## config.mk

```make
export PLATFORM = sky130hd
export DESIGN_NAME = afe_ctrl_seq
export DESIGN_NICKNAME = d
export VERILOG_FILES = /design/src/rtl/afe_seq_pkg.sv /design/src/rtl/afe_req_decode.sv /design/src/rtl/afe_codec_shadow.sv /design/src/rtl/afe_seq_ctrl.sv /design/src/rtl/afe_ctrl_seq.sv
export SDC_FILE = /design/constraint.sdc
export NUM_CORES = 1
export LEC_CHECK = 0
export ABC_CLOCK_PERIOD_IN_PS = 5500
export BUFFER_PORTS_ARGS = -buffer_cell sky130_fd_sc_hd__buf_4
export CAP_MARGIN = 20
export CORE_UTILIZATION = 30
export CTS_CLUSTER_SIZE = 25
export DETAILED_ROUTE_END_ITERATION = 16
export SYNTH_ARGS = -nofsm -noshare
export SYNTH_HDL_FRONTEND = slang
export SYNTH_HIERARCHICAL = 1
export SYNTH_SLANG_ARGS = --single-unit
export TNS_END_PERCENT = 20
```

## constraint.sdc

```tcl
create_clock -name clk -period 5.5 [get_ports clk]
set_input_delay 0.825 -clock clk [delete_from_list [all_inputs] [get_ports clk]]
set_output_delay 0.825 -clock clk [all_outputs]
set_load 0.1 [all_outputs]
```

## src/rtl/afe_seq_pkg.sv

```systemverilog
package afe_seq_pkg;

  typedef enum logic [1:0] {
    REQ_MUTE    = 2'd0,
    REQ_PHANTOM = 2'd1,
    REQ_INMODE  = 2'd2,
    REQ_RATE    = 2'd3
  } req_kind_e;

  typedef enum logic [1:0] {
    LAT_SYS = 2'd0,
    LAT_MON = 2'd1,
    LAT_CLK = 2'd2
  } lat_sel_e;

  // system latch bit positions, decoded by the board
  localparam int SYS_RELAY  = 0;
  localparam int SYS_PH48   = 1;
  localparam int SYS_MUTE   = 2;
  localparam int SYS_PHOFF  = 3;
  localparam int SYS_SRC_LO = 4;
  localparam int SYS_SRC_HI = 5;
  localparam int SYS_RUN    = 7;

  localparam logic [7:0] INIT_SYS_HOLD = 8'h08;
  localparam logic [7:0] INIT_SYS_RUN  = 8'h88;

  // converter register addresses and fields
  localparam logic [4:0] CDC_REG_FMT  = 5'd2;
  localparam logic [4:0] CDC_REG_VOL  = 5'd3;
  localparam logic [7:0] CDC_SMUTE    = 8'h80;
  localparam logic [7:0] CDC_FMT_MASK = 8'h0F;
  localparam logic [7:0] CDC_FMT_QUAD = 8'h0A;
  localparam logic [7:0] CDC_FMT_DUAL = 8'h05;

  typedef struct packed {
    logic       sys_a_en;
    logic [7:0] sys_a;
    logic       sys_b_en;
    logic [7:0] sys_b;
    logic       cdc_en;
    logic       cdc_vol;
    logic [7:0] cdc_mask;
    logic [7:0] cdc_val;
  } job_t;

endpackage

```

## src/rtl/afe_req_decode.sv

```systemverilog
module afe_req_decode
  import afe_seq_pkg::*;
#(
  parameter int ARG_W    = 18,
  parameter int HI_RATE  = 108000,
  parameter int MID_RATE = 54000
) (
  input  logic [1:0]       req_kind,
  input  logic [ARG_W-1:0] req_arg,
  input  logic [7:0]       sys_cur,
  output job_t             job
);

  logic [1:0] src_code;
  logic       src_ok;
  logic [7:0] step_a;

  always_comb begin
    job      = '0;
    step_a   = sys_cur;
    src_ok   = (req_arg[1:0] != 2'd3);
    src_code = (req_arg[1:0] == 2'd2) ? 2'b11 : req_arg[1:0];
    unique case (req_kind_e'(req_kind))
      REQ_MUTE: begin
        if (sys_cur[SYS_MUTE] != req_arg[0]) begin
          step_a[SYS_MUTE] = req_arg[0];
          job.sys_a_en     = 1'b1;
          job.sys_a        = step_a;
          job.cdc_en       = 1'b1;
          job.cdc_vol      = 1'b1;
          job.cdc_mask     = CDC_SMUTE;
          job.cdc_val      = req_arg[0] ? CDC_SMUTE : 8'h00;
        end
      end
      REQ_PHANTOM: begin
        if (req_arg[0] && !sys_cur[SYS_PH48]) begin
          step_a[SYS_PH48] = 1'b1;
          job.sys_a_en     = 1'b1;
          job.sys_a        = step_a;
          job.sys_b_en     = 1'b1;
          job.sys_b        = step_a & ~(8'h1 << SYS_PHOFF);
        end else if (!req_arg[0] && sys_cur[SYS_PH48]) begin
          step_a[SYS_PH48] = 1'b0;
          job.sys_a_en     = 1'b1;
          job.sys_a        = step_a;
          job.sys_b_en     = 1'b1;
          job.sys_b        = step_a | (8'h1 << SYS_PHOFF);
        end
      end
      REQ_INMODE: begin
        if (src_ok && (src_code != sys_cur[SYS_SRC_HI:SYS_SRC_LO])) begin
          job.sys_a_en = 1'b1;
          job.sys_b_en = 1'b1;
          if (src_code == 2'b00) begin
            step_a[SYS_SRC_HI:SYS_SRC_LO] = 2'b00;
            job.sys_a = step_a;
            job.sys_b = step_a & ~(8'h1 << SYS_RELAY);
          end else begin
            step_a[SYS_RELAY] = 1'b1;
            job.sys_a = step_a;
            job.sys_b = {step_a[7:6], src_code, step_a[3:0]};
          end
        end
      end
      REQ_RATE: begin
        if (req_arg != '0) begin
          job.cdc_en   = 1'b1;
          job.cdc_vol  = 1'b0;
          job.cdc_mask = CDC_FMT_MASK;
          if (req_arg > ARG_W'(HI_RATE))       job.cdc_val = CDC_FMT_QUAD;
          else if (req_arg > ARG_W'(MID_RATE)) job.cdc_val = CDC_FMT_DUAL;
          else                                 job.cdc_val = 8'h00;
        end
      end
      default: job = '0;
    endcase
  end

endmodule

```

## src/rtl/afe_codec_shadow.sv

```systemverilog
module afe_codec_shadow #(
  parameter int NUM_CODECS = 2,
  parameter int CHIP_W     = 1
) (
  input  logic              clk,
  input  logic              rst_n,
  input  logic [CHIP_W-1:0] rd_chip,
  input  logic              rd_vol,
  input  logic [7:0]        mask,
  input  logic [7:0]        val,
  output logic [7:0]        wr_data,
  output logic              same,
  input  logic              upd_en,
  input  logic [CHIP_W-1:0] upd_chip,
  input  logic              upd_vol,
  input  logic [7:0]        upd_data
);

  logic [7:0]            fmt_q [NUM_CODECS];
  logic [7:0]            vol_q [NUM_CODECS];
  logic [NUM_CODECS-1:0] hit;
  logic [7:0]            cur;

  for (genvar c = 0; c < NUM_CODECS; c++) begin : g_hit
    assign hit[c] = upd_en && (upd_chip == CHIP_W'(c));
  end

  always_ff @(posedge clk or negedge rst_n) begin
    if (!rst_n) begin
      for (int c = 0; c < NUM_CODECS; c++) begin
        fmt_q[c] <= '0;
        vol_q[c] <= '0;
      end
    end else begin
      for (int c = 0; c < NUM_CODECS; c++) begin
        if (hit[c] && !upd_vol) fmt_q[c] <= upd_data;
        if (hit[c] &&  upd_vol) vol_q[c] <= upd_data;
      end
    end
  end

  always_comb begin
    cur = '0;
    for (int c = 0; c < NUM_CODECS; c++) begin
      if (rd_chip == CHIP_W'(c)) cur = rd_vol ? vol_q[c] : fmt_q[c];
    end
    wr_data = (cur & ~mask) | val;
    same    = (wr_data == cur);
  end

  AST_ONEHOT_UPD: assert property (@(posedge clk) disable iff (!rst_n)
    $onehot0(hit))
    else $error("AST_ONEHOT_UPD");

endmodule

```

## src/rtl/afe_seq_ctrl.sv

```systemverilog
module afe_seq_ctrl
  import afe_seq_pkg::*;
#(
  parameter int NUM_CODECS = 2,
  parameter int CHIP_W     = 1
) (
  input  logic              clk,
  input  logic              rst_n,
  input  logic              req_valid,
  input  job_t              job_i,
  output logic              req_ready,
  output logic              busy,
  output logic [7:0]        sys_cur,
  output logic              lat_valid,
  output logic [1:0]        lat_sel,
  output logic [7:0]        lat_data,
  input  logic              lat_ack,
  output logic              cdc_valid,
  output logic [CHIP_W-1:0] cdc_chip,
  output logic              cdc_vol,
  output logic [7:0]        cdc_mask,
  output logic [7:0]        cdc_val,
  input  logic [7:0]        cdc_data,
  input  logic              cdc_same,
  input  logic              cdc_ack
);

  localparam logic [CHIP_W-1:0] LAST_CHIP = CHIP_W'(NUM_CODECS - 1);

  typedef enum logic [2:0] {
    ST_INIT_HOLD, ST_INIT_RUN, ST_INIT_MON, ST_INIT_CLK,
    ST_IDLE, ST_SYS_A, ST_SYS_B, ST_CODEC
  } st_e;

  st_e               state_q, state_d;
  job_t              job_q;
  logic              job_en;
  logic [7:0]        sys_q;
  logic              sys_en;
  logic [CHIP_W-1:0] chip_q, chip_d;
  logic              adv;

  always_comb begin
    state_d   = state_q;
    chip_d    = chip_q;
    lat_valid = 1'b0;
    lat_sel   = LAT_SYS;
    lat_data  = '0;
    cdc_valid = 1'b0;
    req_ready = 1'b0;
    adv       = 1'b0;
    unique case (state_q)
      ST_INIT_HOLD: begin
        lat_valid = 1'b1;
        lat_data  = INIT_SYS_HOLD;
        if (lat_ack) state_d = ST_INIT_RUN;
      end
      ST_INIT_RUN: begin
        lat_valid = 1'b1;
        lat_data  = INIT_SYS_RUN;
        if (lat_ack) state_d = ST_INIT_MON;
      end
      ST_INIT_MON: begin
        lat_valid = 1'b1;
        lat_sel   = LAT_MON;
        if (lat_ack) state_d = ST_INIT_CLK;
      end
      ST_INIT_CLK: begin
        lat_valid = 1'b1;
        lat_sel   = LAT_CLK;
        if (lat_ack) state_d = ST_IDLE;
      end
      ST_IDLE: begin
        req_ready = 1'b1;
        chip_d    = '0;
        if (req_valid) begin
          if (job_i.sys_a_en)    state_d = ST_SYS_A;
          else if (job_i.cdc_en) state_d = ST_CODEC;
        end
      end
      ST_SYS_A: begin
        lat_valid = 1'b1;
        lat_data  = job_q.sys_a;
        if (lat_ack) begin
          if (job_q.sys_b_en)     state_d = ST_SYS_B;
          else if (job_q.cdc_en)  state_d = ST_CODEC;
          else                    state_d = ST_IDLE;
        end
      end
      ST_SYS_B: begin
        lat_valid = 1'b1;
        lat_data  = job_q.sys_b;
        if (lat_ack) state_d = job_q.cdc_en ? ST_CODEC : ST_IDLE;
      end
      ST_CODEC: begin
        if (cdc_same) begin
          adv = 1'b1;
        end else begin
          cdc_valid = 1'b1;
          adv       = cdc_ack;
        end
        if (adv) begin
          if (chip_q == LAST_CHIP) state_d = ST_IDLE;
          else                     chip_d  = chip_q + 1'b1;
        end
      end
      default: state_d = ST_IDLE;
    endcase
  end

  assign job_en = req_ready && req_valid;
  assign sys_en = lat_valid && lat_ack && (lat_sel == LAT_SYS);

  always_ff @(posedge clk or negedge rst_n) begin
    if (!rst_n) begin
      state_q <= ST_INIT_HOLD;
      chip_q  <= '0;
    end else begin
      state_q <= state_d;
      chip_q  <= chip_d;
    end
  end

  always_ff @(posedge clk or negedge rst_n) begin
    if (!rst_n)      job_q <= '0;
    else if (job_en) job_q <= job_i;
  end

  always_ff @(posedge clk or negedge rst_n) begin
    if (!rst_n)      sys_q <= '0;
    else if (sys_en) sys_q <= lat_data;
  end

  assign busy     = (state_q != ST_IDLE);
  assign sys_cur  = sys_q;
  assign cdc_chip = chip_q;
  assign cdc_vol  = job_q.cdc_vol;
  assign cdc_mask = job_q.cdc_mask;
  assign cdc_val  = job_q.cdc_val;

  AST_LAT_HOLD: assert property (@(posedge clk) disable iff (!rst_n)
    lat_valid && !lat_ack |=> lat_valid && $stable(lat_data) && $stable(lat_sel))
    else $error("AST_LAT_HOLD");
  AST_CDC_HOLD: assert property (@(posedge clk) disable iff (!rst_n)
    cdc_valid && !cdc_ack |=> cdc_valid && $stable(cdc_data) && $stable(cdc_chip))
    else $error("AST_CDC_HOLD");
  AST_ONE_ENGINE: assert property (@(posedge clk) disable iff (!rst_n)
    !(lat_valid && cdc_valid))
    else $error("AST_ONE_ENGINE");
  AST_SRC_LEGAL: assert property (@(posedge clk) disable iff (!rst_n)
    sys_q[SYS_SRC_HI:SYS_SRC_LO] != 2'b10)
    else $error("AST_SRC_LEGAL");
  AST_RELAY_FIRST: assert property (@(posedge clk) disable iff (!rst_n)
    (sys_q[SYS_SRC_HI:SYS_SRC_LO] != 2'b00) |-> sys_q[SYS_RELAY])
    else $error("AST_RELAY_FIRST");
  AST_PH_ON_ORDER: assert property (@(posedge clk) disable iff (!rst_n)
    $fell(sys_q[SYS_PHOFF]) |-> sys_q[SYS_PH48])
    else $error("AST_PH_ON_ORDER");
  AST_PH_OFF_ORDER: assert property (@(posedge clk) disable iff (!rst_n)
    $rose(sys_q[SYS_PHOFF]) |-> !sys_q[SYS_PH48])
    else $error("AST_PH_OFF_ORDER");
  AST_CDC_BUSY: assert property (@(posedge clk) disable iff (!rst_n)
    (cdc_valid || lat_valid) |-> busy && !req_ready)
    else $error("AST_CDC_BUSY");

endmodule

```

## src/rtl/afe_ctrl_seq.sv

```systemverilog
module afe_ctrl_seq
  import afe_seq_pkg::*;
#(
  parameter int NUM_CODECS = 2,
  parameter int ARG_W      = 18,
  parameter int HI_RATE    = 108000,
  parameter int MID_RATE   = 54000,
  localparam int CHIP_W    = (NUM_CODECS > 1) ? $clog2(NUM_CODECS) : 1
) (
  input  logic              clk,
  input  logic              rst_n,
  input  logic              req_valid,
  input  logic [1:0]        req_kind,
  input  logic [ARG_W-1:0]  req_arg,
  output logic              req_ready,
  output logic              busy,
  output logic              lat_valid,
  output logic [1:0]        lat_sel,
  output logic [7:0]        lat_data,
  input  logic              lat_ack,
  output logic              cdc_valid,
  output logic [CHIP_W-1:0] cdc_chip,
  output logic [4:0]        cdc_addr,
  output logic [7:0]        cdc_data,
  input  logic              cdc_ack
);

  job_t       job;
  logic [7:0] sys_cur;
  logic       cdc_vol;
  logic [7:0] cdc_mask;
  logic [7:0] cdc_val;
  logic       cdc_same;

  afe_req_decode #(
    .ARG_W(ARG_W), .HI_RATE(HI_RATE), .MID_RATE(MID_RATE)
  ) u_decode (
    .req_kind (req_kind),
    .req_arg  (req_arg),
    .sys_cur  (sys_cur),
    .job      (job)
  );

  afe_seq_ctrl #(
    .NUM_CODECS(NUM_CODECS), .CHIP_W(CHIP_W)
  ) u_ctrl (
    .clk       (clk),
    .rst_n     (rst_n),
    .req_valid (req_valid),
    .job_i     (job),
    .req_ready (req_ready),
    .busy      (busy),
    .sys_cur   (sys_cur),
    .lat_valid (lat_valid),
    .lat_sel   (lat_sel),
    .lat_data  (lat_data),
    .lat_ack   (lat_ack),
    .cdc_valid (cdc_valid),
    .cdc_chip  (cdc_chip),
    .cdc_vol   (cdc_vol),
    .cdc_mask  (cdc_mask),
    .cdc_val   (cdc_val),
    .cdc_data  (cdc_data),
    .cdc_same  (cdc_same),
    .cdc_ack   (cdc_ack)
  );

  afe_codec_shadow #(
    .NUM_CODECS(NUM_CODECS), .CHIP_W(CHIP_W)
  ) u_shadow (
    .clk      (clk),
    .rst_n    (rst_n),
    .rd_chip  (cdc_chip),
    .rd_vol   (cdc_vol),
    .mask     (cdc_mask),
    .val      (cdc_val),
    .wr_data  (cdc_data),
    .same     (cdc_same),
    .upd_en   (cdc_valid && cdc_ack),
    .upd_chip (cdc_chip),
    .upd_vol  (cdc_vol),
    .upd_data (cdc_data)
  );

  assign cdc_addr = cdc_vol ? CDC_REG_VOL : CDC_REG_FMT;

endmodule

```

After elaboration in Yosys (flattened, before gate mapping)
Index checks and enable logic that the tools add are counted.
{"block": "op_classes", "addsub": 1, "multipliers": 0, "div_mod_pow": 0, "order_cmp": 2, "n_eq_ne": 26, "shift": 0, "mux": 44, "bitwise_logic": 4, "reduce_logical": 25}
{"operator": "2-to-1 mux 18 bit", "n": 5}
{"operator": "2-to-1 mux 8 bit", "n": 5}
{"operator": "2-to-1 mux 3 bit", "n": 13}
{"operator": "one-hot mux 18 bit (2 select lines)", "n": 1}
{"operator": "one-hot mux 8 bit (4 select lines)", "n": 1}
{"operator": "one-hot mux 9 bit (3 select lines)", "n": 1}
{"operator": "one-hot mux 3 bit (8 select lines)", "n": 1}
{"operator": "> comparator 18 x 16 -> 1 bit (second input constant)", "n": 1}
{"operator": "> comparator 18 x 17 -> 1 bit (second input constant)", "n": 1}
{"operator": "one-hot mux 9 bit (2 select lines)", "n": 1}
{"operator": "nonzero test 18 bit", "n": 1}
{"operator": "inequality test 2 bit (second input constant)", "n": 8}
{"operator": "logical AND 1 bit", "n": 13}
{"operator": "equality test 3 bit (second input constant)", "n": 4}
{"operator": "2-to-1 mux 6 bit", "n": 2}
{"operator": "AND reduction 10 bit", "n": 1}
{"operator": "2-to-1 mux 1 bit", "n": 9}
{"operator": "2-to-1 mux 9 bit", "n": 1}
{"operator": "bitwise AND 8 bit", "n": 1}
{"operator": "equality test 8 bit", "n": 1}
{"operator": "NOT 8 bit", "n": 1}
{"operator": "bitwise OR 8 bit", "n": 1}
{"operator": "equality test 2 bit (second input constant)", "n": 3}
{"operator": "equality test 3 x 2 -> 1 bit (second input constant)", "n": 2}
{"operator": "18 further kinds", "n": 24}
{"block": "word_totals", "register_bits": 79, "latch_bits": 0, "mem_bits_rw": 0, "mem_bits_ro": 0, "elab_cells": 116, "n_memories": 0}

Longest topological paths before layout
Gate-level depths: netlist (run 1).
{"block": "depth", "word_depth": 10, "depth_mapped": 10, "ltp_nobuf": 9}

By module
The synthesis (run 1) kept the hierarchy.
{"module": "afe_seq_ctrl", "n_inst": 1, "cells_per_inst": 171, "area_per_inst_um2": 2348.5, "seq_area_each_um2": 1176.1}
{"module": "afe_codec_shadow", "n_inst": 1, "cells_per_inst": 128, "area_per_inst_um2": 1672.9, "seq_area_each_um2": 800.8}
{"module": "afe_req_decode", "n_inst": 1, "cells_per_inst": 106, "area_per_inst_um2": 684.4, "seq_area_each_um2": 0.0}
{"module": "afe_ctrl_seq", "n_inst": 1, "cells_per_inst": 8, "area_per_inst_um2": 51.3, "seq_area_each_um2": 0.0}

Worst setup path after synthesis (run 1)
Ideal clock, no wire load.
{"block": "synth_timing", "kind": "flip-flop to flip-flop", "start": "register u_ctrl.chip_q (netlist: u_ctrl/cdc_chip)", "end": "register u_shadow/fmt_q[10] in the netlist's numbering", "setup_time_ns": 0.135, "t_arrival_ns": 4.701, "path_slack_ns": 0.664, "stages_incl_launch_ff": 11, "n_path_buf": 1, "period_less_slack_ns": 4.836, "path_cell_list": "dfrtp_1 > buf_2 > mux4_2 > mux2i_1 > o311ai_1 > nor3b_1 > and4_1 > nor2_1 > and2_1 > nor3b_2 > mux2_2"}
{"block": "synth_between", "elab_chain_cells": 9}
{"item": "start, declared", "line_no": "afe_seq_ctrl.sv:40", "rtl": "logic [CHIP_W-1:0] chip_q, chip_d;"}
{"item": "start signal, assigned", "line_no": "afe_seq_ctrl.sv:120", "rtl": "chip_q <= chip_d;"}
{"item": "2-to-1 mux 8 bit *", "line_no": "afe_codec_shadow.sv:45", "rtl": "if (rd_chip == CHIP_W'(c)) cur = rd_vol ? vol_q[c] : fmt_q[c];"}
{"item": "bitwise AND 8 bit", "line_no": "afe_codec_shadow.sv:47", "rtl": "wr_data = (cur & ~mask) | val;"}
{"item": "bitwise OR 8 bit", "line_no": "afe_codec_shadow.sv:47"}
{"item": "equality test 8 bit *", "line_no": "afe_codec_shadow.sv:48", "rtl": "same = (wr_data == cur);"}
{"item": "net cdc_same", "line_no": "afe_ctrl_seq.sv:33", "rtl": "logic cdc_same;"}
{"item": "2-to-1 mux 1 bit *", "line_no": "afe_seq_ctrl.sv:96", "rtl": "if (cdc_same) begin"}
{"item": "2-to-1 mux 1 bit *", "line_no": "afe_seq_ctrl.sv:52", "rtl": "unique case (state_q)"}
{"item": "net cdc_valid", "line_no": "afe_ctrl_seq.sv:21", "rtl": "output logic cdc_valid,"}
{"item": "logical AND 1 bit *", "line_no": "afe_ctrl_seq.sv:79", "rtl": ".upd_en (cdc_valid && cdc_ack),"}
{"item": "logical AND 1 bit *", "line_no": "afe_codec_shadow.sv:25", "rtl": "assign hit[c] = upd_en && (upd_chip == CHIP_W'(c));"}
{"item": "logical AND 1 bit *", "line_no": "afe_codec_shadow.sv:36", "rtl": "if (hit[c] && !upd_vol) fmt_q[c] <= upd_data;"}
{"item": "end signal, assigned by index", "line_no": "afe_codec_shadow.sv:36"}
{"item": "end, declared", "line_no": "afe_codec_shadow.sv:19", "rtl": "logic [7:0] fmt_q [NUM_CODECS];"}
The timed path passes the listed nets; every way through them passes the cells marked *.
A chain may end at the register's enable or synchronous reset.

Worst setup path in the final report (run 1)
{"block": "layout_timing", "start": "register u_ctrl.job_q (netlist bit u_ctrl/cdc_vol)", "end": "output port cdc_valid"}
{"block": "layout_between", "elab_chain_cells": 7}
{"item": "start, declared", "line_no": "afe_seq_ctrl.sv:36", "rtl": "job_t job_q;"}
{"item": "start signal, assigned", "line_no": "afe_seq_ctrl.sv:126", "rtl": "else if (job_en) job_q <= job_i;"}
{"item": "2-to-1 mux 8 bit", "line_no": "afe_codec_shadow.sv:45"}
{"item": "2-to-1 mux 8 bit *", "line_no": "afe_codec_shadow.sv:45"}
{"item": "bitwise AND 8 bit", "line_no": "afe_codec_shadow.sv:47"}
{"item": "bitwise OR 8 bit", "line_no": "afe_codec_shadow.sv:47"}
{"item": "equality test 8 bit *", "line_no": "afe_codec_shadow.sv:48"}
{"item": "net cdc_same", "line_no": "afe_ctrl_seq.sv:33"}
{"item": "2-to-1 mux 1 bit *", "line_no": "afe_seq_ctrl.sv:96"}
{"item": "2-to-1 mux 1 bit *", "line_no": "afe_seq_ctrl.sv:52"}
{"item": "end, declared", "line_no": "afe_ctrl_seq.sv:21"}
Marked as above.

==> impl_metrics.ini, run 1 <==
[die]
core.rowCount = 45
die_area_mm2 = 0.01636
die_w_um = 127.9
ios = 53
core_area_mm2 = 0.01531
die_h_um = 127.9
initial_core_util = 0.3106

[job]
maxCapViolCount = 0

[clock_network]
cts_buffers = 9
cts_setup_buffers = 0
clock-sinks = 79
cts_tree = built
clockBufferDepth = 2
cts-root-buf = clkbuf_16
holdBufCountCts = 0
post_cts_resized = 0
clk_pin_slew_ns = 0.06
insertion_delay_ns = 0.34
cts_max_level = 3

[setup_path]
r2r-start = u_ctrl/cdc_vol$_DFFE_PN0P_
path_max_fanout = 19
cp.arrival_ns = 2.96
critPathTopFamily = multiplexers
cp.required_ns = 4.68
critPathBufInv = 1
worstSetupStartpoint = u_ctrl/cdc_vol$_DFFE_PN0P_
startpoint_type = register
critPathMaxStageDelay_ns = 0.79
worst_setup_path_end_kind = primary output
crit_chain = mux4_2 -> mux2i_1 -> o311ai_1 -> nor3b_1 -> and4_1 -> nor2_1 -> buf_4
worstSetupPathType = reg2out
critPathSlowestCell = dfrtp_1

[cells_and_area]
nFillCells = 1538
stdcell_area_mm2 = 0.005371
num_antenna_cells = 0
area_delta_synth_final_pct = 12.91
drive_gt1_frac = 0.3605
nets = 469

[grt]
grt_usage = 0.1351
grt_antenna_before_repair = 0
grt_max_degree = 80
grt_pass1_wl_um = 17020
first_global_vias = 3205
overflow = 0

[hold_path]
hold_class = in2async

[detailed_routing]
postRouteWirelength_um = 10550
remaining_drc_errors = 0
viasPerCell = 4.873
drt_iter0_drc = 139
ant_nets = 0
vias = 3177
wl_per_cell_um = 16.18
firstDrtPassIters = 4

[logic_synthesis]
synth.most_common_cell = dfrtp_1
ys_types = 62
synth-seq-area-share = 0.4156
synth_ff_type = dfrtp_1
synth_area_mm2 = 0.004757
synth_seq_cells = 79
synth_top_area_frac = 0.4156
synth_warnings = 6
synth_top_area_cell = dfrtp_1
synth_common_cells = dfrtp_1 (79), mux2_2 (51), buf_4 (33)
synth_area_leaders = dfrtp_1 (42%), mux2_2 (12%), mux2_4 (9.5%)
synth_edf_count = 0
async_flop_share = 1.000
syn_avg_cell_area_um2 = 11.52
synthCells = 413

[timing]
clock-skew-final_ns = 0.008441
layout_min_cycle_time_ns = 3.785
max_freq_mhz = 264.2
grt_setup_unrepaired = false
setup_viol = 0
slew_violations = 0
period_share = 0.6882
hold_viol_final = 0
tightest_slew_ns = 0.8318
relSlewSlack = 0.4455
setup_slack_ns = 1.715
setup_tns_ns = 0

[power_and_ir_drop]
p_leak_nw = 2.502
vdd_drop_max_v = 0.0002866
power_density_mw_per_mm2 = 569.2
power.total_mw = 3.058

[place]
pre_cts_slack_ns = 1.969
numPortBuffers = 48
hpwl_um = 7331
gpl.final_weighted_congestion = 0.7725
placed_area_mm2 = 0.005042

[outcome]
status = completed
==> kinds of logic (layout without fill, tap and decap cells) <==
kind of cell / count (synthesis) / count (layout) / synth area share
AO/OA/AOI/OAI: 65 / 65 / 0.09416
XOR/XNOR: 1 / 1 / 0.001841
adder cells (fa/ha/maj): 8 / 8 / 0.02104
buffers and inverters: 61 / 82 / 0.09074
flip-flops: 79 / 79 / 0.4156
multiplexers: 94 / 94 / 0.2549
other: 3 / 10 / 0.002367
AND/OR/NAND/NOR: 102 / 102 / 0.1194
==> power breakdown <==
part	switching [mW]	total, mW	internal, mW
combinational	0.974	1.51	0.535
sequential	0.186	0.933	0.747
clock	0.240	0.616	0.375
==> cell type report <==
type,count,area (um^2),area share
tap,211,264.0,0.04915
clock inverter,5,56.30,0.01048
multi-input combinational,280,2375,0.4421
inverter,17,66.31,0.01235
sequential,79,1977,0.3680
clock buffer,11,252.7,0.04705
timing repair buffer,49,380.4,0.07081
==> state kept, by name (all words and copies together) (netlist names) <==
register / cells
u_shadow/vol_q: 16
u_ctrl/cdc_vol: 1
u_ctrl/cdc_mask: 8
u_ctrl/state_q: 3
u_ctrl/job_q: 18
u_ctrl/cdc_chip: 1
u_ctrl/cdc_val: 8
u_ctrl/sys_cur: 8
u_shadow/fmt_q: 16
==> layout by cell type (no fill, tap or decap), types with 2 or more instances in the layout <==
master and n:
nand3_1 6, clkbuf_8 2, conb_1 10, inv_1 16, ha_1 8, nand4_1 3
mux4_2 2, and2_1 4, mux2i_1 9, nand2b_1 9, a31oi_1 2, nor2_1 19
a21oi_1 15, mux2_2 51, mux2_4 30, or2_2 2, buf_4 48, o2111ai_1 2
o21a_1 3, nor4_1 3, dfrtp_1 79, clkinv_2 2, nand2_1 23, a21o_1 3
nor2b_1 14, nor3_1 2, a22oi_1 8, o211ai_1 2, and3_1 4, o21bai_1 4
o22ai_1 3, mux4_1 2, o21ai_0 9, clkbuf_16 9, nand3b_1 2, a21boi_0 2
==> metal layers <==
metal | global-route usage | wire, um | vias to the layer above
met3 | 0.03297 | 346 | 10
li1 | - | - | 1498
met1 | 0.1721 | 4934 | 1607
met4 | 0.04637 | 147 | 0
met2 | 0.2235 | 5120 | 62
met5 | 0 | 0 | -
==> metrics by stage <==
| stage | utilization | hold WS [ns] | std cells |
|---|---|---|---|
| 2_1_floorplan | - | 0.4704 | 420 |
| 3_3_place_gp | 0.3292 | 0.4795 | 635 |
| 3_5_place_dp | 0.3292 | 0.4865 | 635 |
| 4_1_cts | 0.3494 | 0.4995 | 651 |
| 5_1_grt | 0.3507 | 0.4802 | 652 |
| 6_report | 0.3507 | 0.4466 | 652 |
==> worst paths after layout <==
check	endpoint	depth (start not counted)	slack, ns
setup / recovery	cdc_valid	7	1.72
hold / removal	u_shadow/fmt_q[9]$_DFFE_PN0P_	1	0.45
setup reg to reg	u_shadow/fmt_q[3]$_DFFE_PN0P_	9	1.95
hold reg to reg	u_shadow/vol_q[11]$_DFFE_PN0P_	1	0.49
max in group asynchronous	u_ctrl/job_q[19]$_DFFE_PN0P_	2	4.45
min in group clk	u_shadow/vol_q[11]$_DFFE_PN0P_	1	0.49
(Power assumes the default switching activity.)
==> run 2, diff against run 1 <==
- ABC_CLOCK_PERIOD_IN_PS: 5500 -> 3300
- clock period: 5.5 -> 3.3 ns (I/O delays scaled with it)
==> run 2 against run 1 <==
Compared with the run above: largest cell class unchanged; core utilization is 0.52 points higher; register-to-register slack worse by 1.7 ns; wire length is 1.5% higher; total power is 71% higher; flip-flop and latch count stayed put; highest routed layer unchanged.
==> impl_metrics.ini, run 2 (synthesized netlist as in run 1, its figures left out) <==
[cells_and_area]
drive_gt1_frac = 0.3742
largest_register = u_ctrl/job_q
fin_cells = 660
num_antenna_cells = 0
mostFrequentLayoutCells = dfrtp_1 (78), buf_4 (57), mux2_2 (51)
nFillCells = 1514
largest_reg_flops = 18
nets = 477
final_core_util = 0.3560
top_regs = u_ctrl/job_q: 18 flops, u_shadow/fmt_q: 16 flops, u_shadow/vol_q: 16 flops
area_delta_synth_final_pct = 14.60
final_common_cell = dfrtp_1

[outcome]
status = completed

[setup_path]
critPathMaxStageDelay_ns = 0.58
path_max_fanout = 6
critPathSlowestCell = mux4_2
cp.arrival_ns = 2.56
reg2reg_slack_ns = 0.26
worstSetupPathType = reg2out
critPathBufInv = 1
crit_chain = mux4_2 -> mux2i_1 -> o311ai_1 -> nor3b_1 -> and4_1 -> nor2_4 -> buf_4
worst_setup_path_end_kind = primary output
critPathTopFamily = multiplexers
cp.required_ns = 2.80
startpoint_type = register

[clock_network]
clk_pin_slew_ns = 0.06
cts_max_level = 3
cts_setup_buffers = 0
cts_tree = built
cts-root-buf = clkbuf_16
clock-sinks = 79
post_cts_resized = 0
insertion_delay_ns = 0.34
cts_buffers = 9
clockBufferDepth = 2
holdBufCountCts = 0

[detailed_routing]
remaining_drc_errors = 0
postRouteWirelength_um = 10700
viasPerCell = 4.820
drt_iter0_drc = 153
ant_nets = 0
wl_per_cell_um = 16.22
firstDrtPassIters = 6
vias = 3181

[timing]
setup_slack_ns = 0.2427
slew_violations = 0
setup_viol = 0
grt_setup_unrepaired = false
layout_min_cycle_time_ns = 3.057
period_share = 0.9264
relSlewSlack = 0.5600
setup_tns_ns = 0
clock-skew-final_ns = 0.005556
hold_viol_final = 0
max_freq_mhz = 327.1
tightest_slew_ns = 0.6600

[job]
maxCapViolCount = 0

[power_and_ir_drop]
power.total_mw = 5.237
vdd_drop_max_v = 0.0004319
power_density_mw_per_mm2 = 960.6
p_leak_nw = 2.539

[grt]
first_global_vias = 3317
grt_pass1_wl_um = 17400
grt_antenna_before_repair = 0
grt_usage = 0.1395
overflow = 0
grt_max_degree = 36

[die]
ios = 53
initial_core_util = 0.3106
die_h_um = 127.9
core_area_mm2 = 0.01531
core.rowCount = 45
die_area_mm2 = 0.01636
die_w_um = 127.9

[place]
gpl.final_weighted_congestion = 0.8093
placed_cells_incl_taps = 644
hpwl_um = 7878
numPortBuffers = 48
pre_cts_slack_ns = 0.2810

[hold_path]
hold_class = in2async
run 2: changes by cell type in the layout (fill, tap and decap cells not counted), sizes merged:
| cell | previous run | this run |
|---|---|---|
| bufinv | 1 | 2 |
| clkinv | 3 | 2 |
| buf | 49 | 57 |
run 2: power by group:
part           switching, mW  internal (mW)
logic                   1.68          0.930
clock network          0.403          0.683
registers              0.292           1.25
run 2: layout make-up:
class | instances | area (um^2) | area share
inverters | 17 | 66.31 | 0.01216
flip-flops and latches | 79 | 1981 | 0.3633
clock buffers | 11 | 242.7 | 0.04453
well taps | 211 | 264.0 | 0.04843
clock inverters | 5 | 81.33 | 0.01492
repair buffers | 57 | 427.9 | 0.07849
multi-input cells | 280 | 2389 | 0.4381
run 2: worst paths after layout:
kind	start	cells past startpoint	endpoint
max	u_ctrl/cdc_vol$_DFFE_PN0P_	7	cdc_valid
min	rst_n	1	u_ctrl/cdc_val[2]$_DFFE_PN0P_
max reg2reg	u_ctrl/cdc_vol$_DFFE_PN0P_	9	u_shadow/fmt_q[2]$_DFFE_PN0P_
min reg2reg	u_shadow/fmt_q[11]$_DFFE_PN0P_	1	u_shadow/fmt_q[11]$_DFFE_PN0P_
max in group asynchronous	rst_n	2	u_shadow/vol_q[7]$_DFFE_PN0P_
min in group clk	lat_ack	3	u_ctrl/state_q[2]$_DFFE_PN0P_
run 2: layer usage:
metal / up-vias / wire length (um) / GRT usage
li1: 1509 / - / -
met1: 1599 / 4715 / 0.1733
met2: 62 / 5408 / 0.2359
met3: 11 / 459 / 0.03422
met4: 0 / 120 / 0.04775
met5: - / 0 / 0
run 2: metrics by stage:
| stage | cell area, um^2 | hold slack [ns] |
|---|---|---|
| after global routing | 5451 | 0.08225 |
| final | 5451 | 0.05407 |
| after floorplan | 4807 | 0.1994 |
| after detailed placement | 5127 | 0.4297 |
| after CTS | 5451 | 0.06757 |
| after global placement | 5127 | 0.4308 |
==> run 3, diff against run 2 <==
- CORE_ASPECT_RATIO: default -> 1.75
==> run 3 against run 2 <==
Compared with the run above: wire length is 0.12% lower; die area is 0.12% higher; hold slack better by 0.079 ns; core utilization is 0.82 points lower; clock skew hardly changed; critical path type is now reg2reg.
==> impl_metrics.ini, run 3 (synthesized netlist as in run 1, its figures left out) <==
[outcome]
status = completed

[clock_network]
cts_max_level = 3
cts_buffers = 9
clk_pin_slew_ns = 0.06
post_cts_resized = 0
cts_setup_buffers = 0
holdBufCountCts = 0
insertion_delay_ns = 0.33
clock-sinks = 79
clockBufferDepth = 2
cts_tree = built
cts-root-buf = clkbuf_16

[timing]
clock-skew-final_ns = 0.005424
hold_viol_final = 0
period_share = 0.9108
relSlewSlack = 0.5661
setup_viol = 0
tightest_slew_ns = 0.6509
max_freq_mhz = 332.7
layout_min_cycle_time_ns = 3.006
setup_slack_ns = 0.2944
setup_tns_ns = 0
slew_violations = 0
grt_setup_unrepaired = false

[cells_and_area]
nets = 476
largest_register = u_ctrl/job_q
mostFrequentLayoutCells = dfrtp_1 (78), buf_4 (55), mux2_2 (51)
num_antenna_cells = 0
area_delta_synth_final_pct = 13.05
top_regs = u_ctrl/job_q: 18 flops, u_shadow/fmt_q: 16 flops, u_shadow/vol_q: 16 flops
fin_cells = 634
nFillCells = 1558
final_common_cell = dfrtp_1
drive_gt1_frac = 0.3728
largest_reg_flops = 18

[place]
placed_cells_incl_taps = 618
hpwl_um = 8241
numPortBuffers = 48
gpl.final_weighted_congestion = 0.8343
pre_cts_slack_ns = 0.2947

[grt]
grt_usage = 0.1362
overflow = 0
grt_antenna_before_repair = 0
first_global_vias = 3372
grt_max_degree = 41
grt_pass1_wl_um = 17540

[detailed_routing]
postRouteWirelength_um = 10690
ant_nets = 0
vias = 3174
firstDrtPassIters = 4
remaining_drc_errors = 0
drt_iter0_drc = 146
wl_per_cell_um = 16.86
viasPerCell = 5.006

[die]
die_area_mm2 = 0.01638
die_w_um = 97.19
ios = 53
die_h_um = 168.6
initial_core_util = 0.3076
core_area_mm2 = 0.01546
core.rowCount = 60

[setup_path]
cp.arrival_ns = 3.22
critPathBufInv = 0
startpoint_type = register
reg2reg_to = u_shadow/vol_q[15]$_DFFE_PN0P_
r2r-start = u_ctrl/cdc_vol$_DFFE_PN0P_
crit_chain = mux4_1 -> nand3_1 -> o311ai_1 -> nor3b_1 -> and4_1 -> nor2_4 -> and2_1 -> nand3b_1 -> mux2_2
worst_setup_path_end_kind = register
critPathSlowestCell = mux4_1
critPathMaxStageDelay_ns = 0.66
path_max_fanout = 8
worstSetupPathType = reg2reg
reg2reg_slack_ns = 0.29
critPathTopFamily = simple AND/OR/NAND/NOR gates
reg2reg_depth = 9
cp.required_ns = 3.51

[power_and_ir_drop]
vdd_drop_max_v = 0.0003209
power_density_mw_per_mm2 = 938.4
p_leak_nw = 2.523
power.total_mw = 5.046

[job]
maxCapViolCount = 0

[hold_path]
hold_class = in2async
==> run 3: cell count changes in the layout (fill, tap and decap cells not counted) <==
cell / change
clkinvlp_4: -1
bufinv_16: -2
clkinv_4: -1
clkinv_2: +3
buf_4: -2
buf_12: +1
clkbuf_8: +1
==> run 3: area by class of cell <==
cell class / count / area (um^2) / area share
flip-flops and latches: 79 / 1981 / 0.3683
well taps: 186 / 232.7 / 0.04328
clock inverters: 4 / 20.02 / 0.003723
multi-input cells: 280 / 2389 / 0.4442
inverters: 17 / 66.31 / 0.01233
repair buffers: 56 / 432.9 / 0.08050
clock buffers: 12 / 256.5 / 0.04770
==> run 3: how the worst max path moves through the flow <==
stage,start,endpoint,slack (ns),cells past startpoint
2_1_floorplan,u_ctrl/cdc_chip$_DFFE_PN0P_,u_shadow/fmt_q[10]$_DFFE_PN0P_,0.009,10
3_3_place_gp,u_ctrl/cdc_vol$_DFFE_PN0P_,u_shadow/vol_q[15]$_DFFE_PN0P_,0.36,9
3_5_place_dp,u_ctrl/cdc_vol$_DFFE_PN0P_,u_shadow/vol_q[15]$_DFFE_PN0P_,0.29,9
4_1_cts,u_ctrl/cdc_vol$_DFFE_PN0P_,u_shadow/vol_q[14]$_DFFE_PN0P_,0.29,9
5_1_grt,u_ctrl/cdc_vol$_DFFE_PN0P_,u_shadow/vol_q[12]$_DFFE_PN0P_,0.14,9
6_report,u_ctrl/cdc_vol$_DFFE_PN0P_,u_shadow/vol_q[15]$_DFFE_PN0P_,0.29,9
==> run 3: power breakdown <==
| group | switching (mW) | leakage (nW) | total (mW) | internal, mW |
|---|---|---|---|---|
| logic | 1.66 | 1.33 | 2.59 | 0.929 |
| registers | 0.288 | 1.05 | 1.54 | 1.25 |
| clock network | 0.375 | 0.142 | 0.920 | 0.545 |
==> run 3: per-stage QoR <==
| stage | hold slack (ns) | area [um^2] | utilization |
|---|---|---|---|
| finish | 0.1330 | 5378 | 0.3477 |
| CTS | 0.1497 | 5378 | 0.3477 |
| floorplan | 0.1994 | 4807 | - |
| global placement | 0.4853 | 5101 | 0.3299 |
| global route | 0.1736 | 5378 | 0.3477 |
| detailed placement | 0.4906 | 5101 | 0.3299 |
==> run 3: metal layers <==
metal,up-vias,track usage,wire [um],share of wire
li1,1503,-,-,-
met5,-,0,0,0
met1,1602,0.1406,4147,0.39
met2,50,0.2655,6002,0.56
met4,0,0.05321,290,0.027
met3,19,0.02601,249,0.023
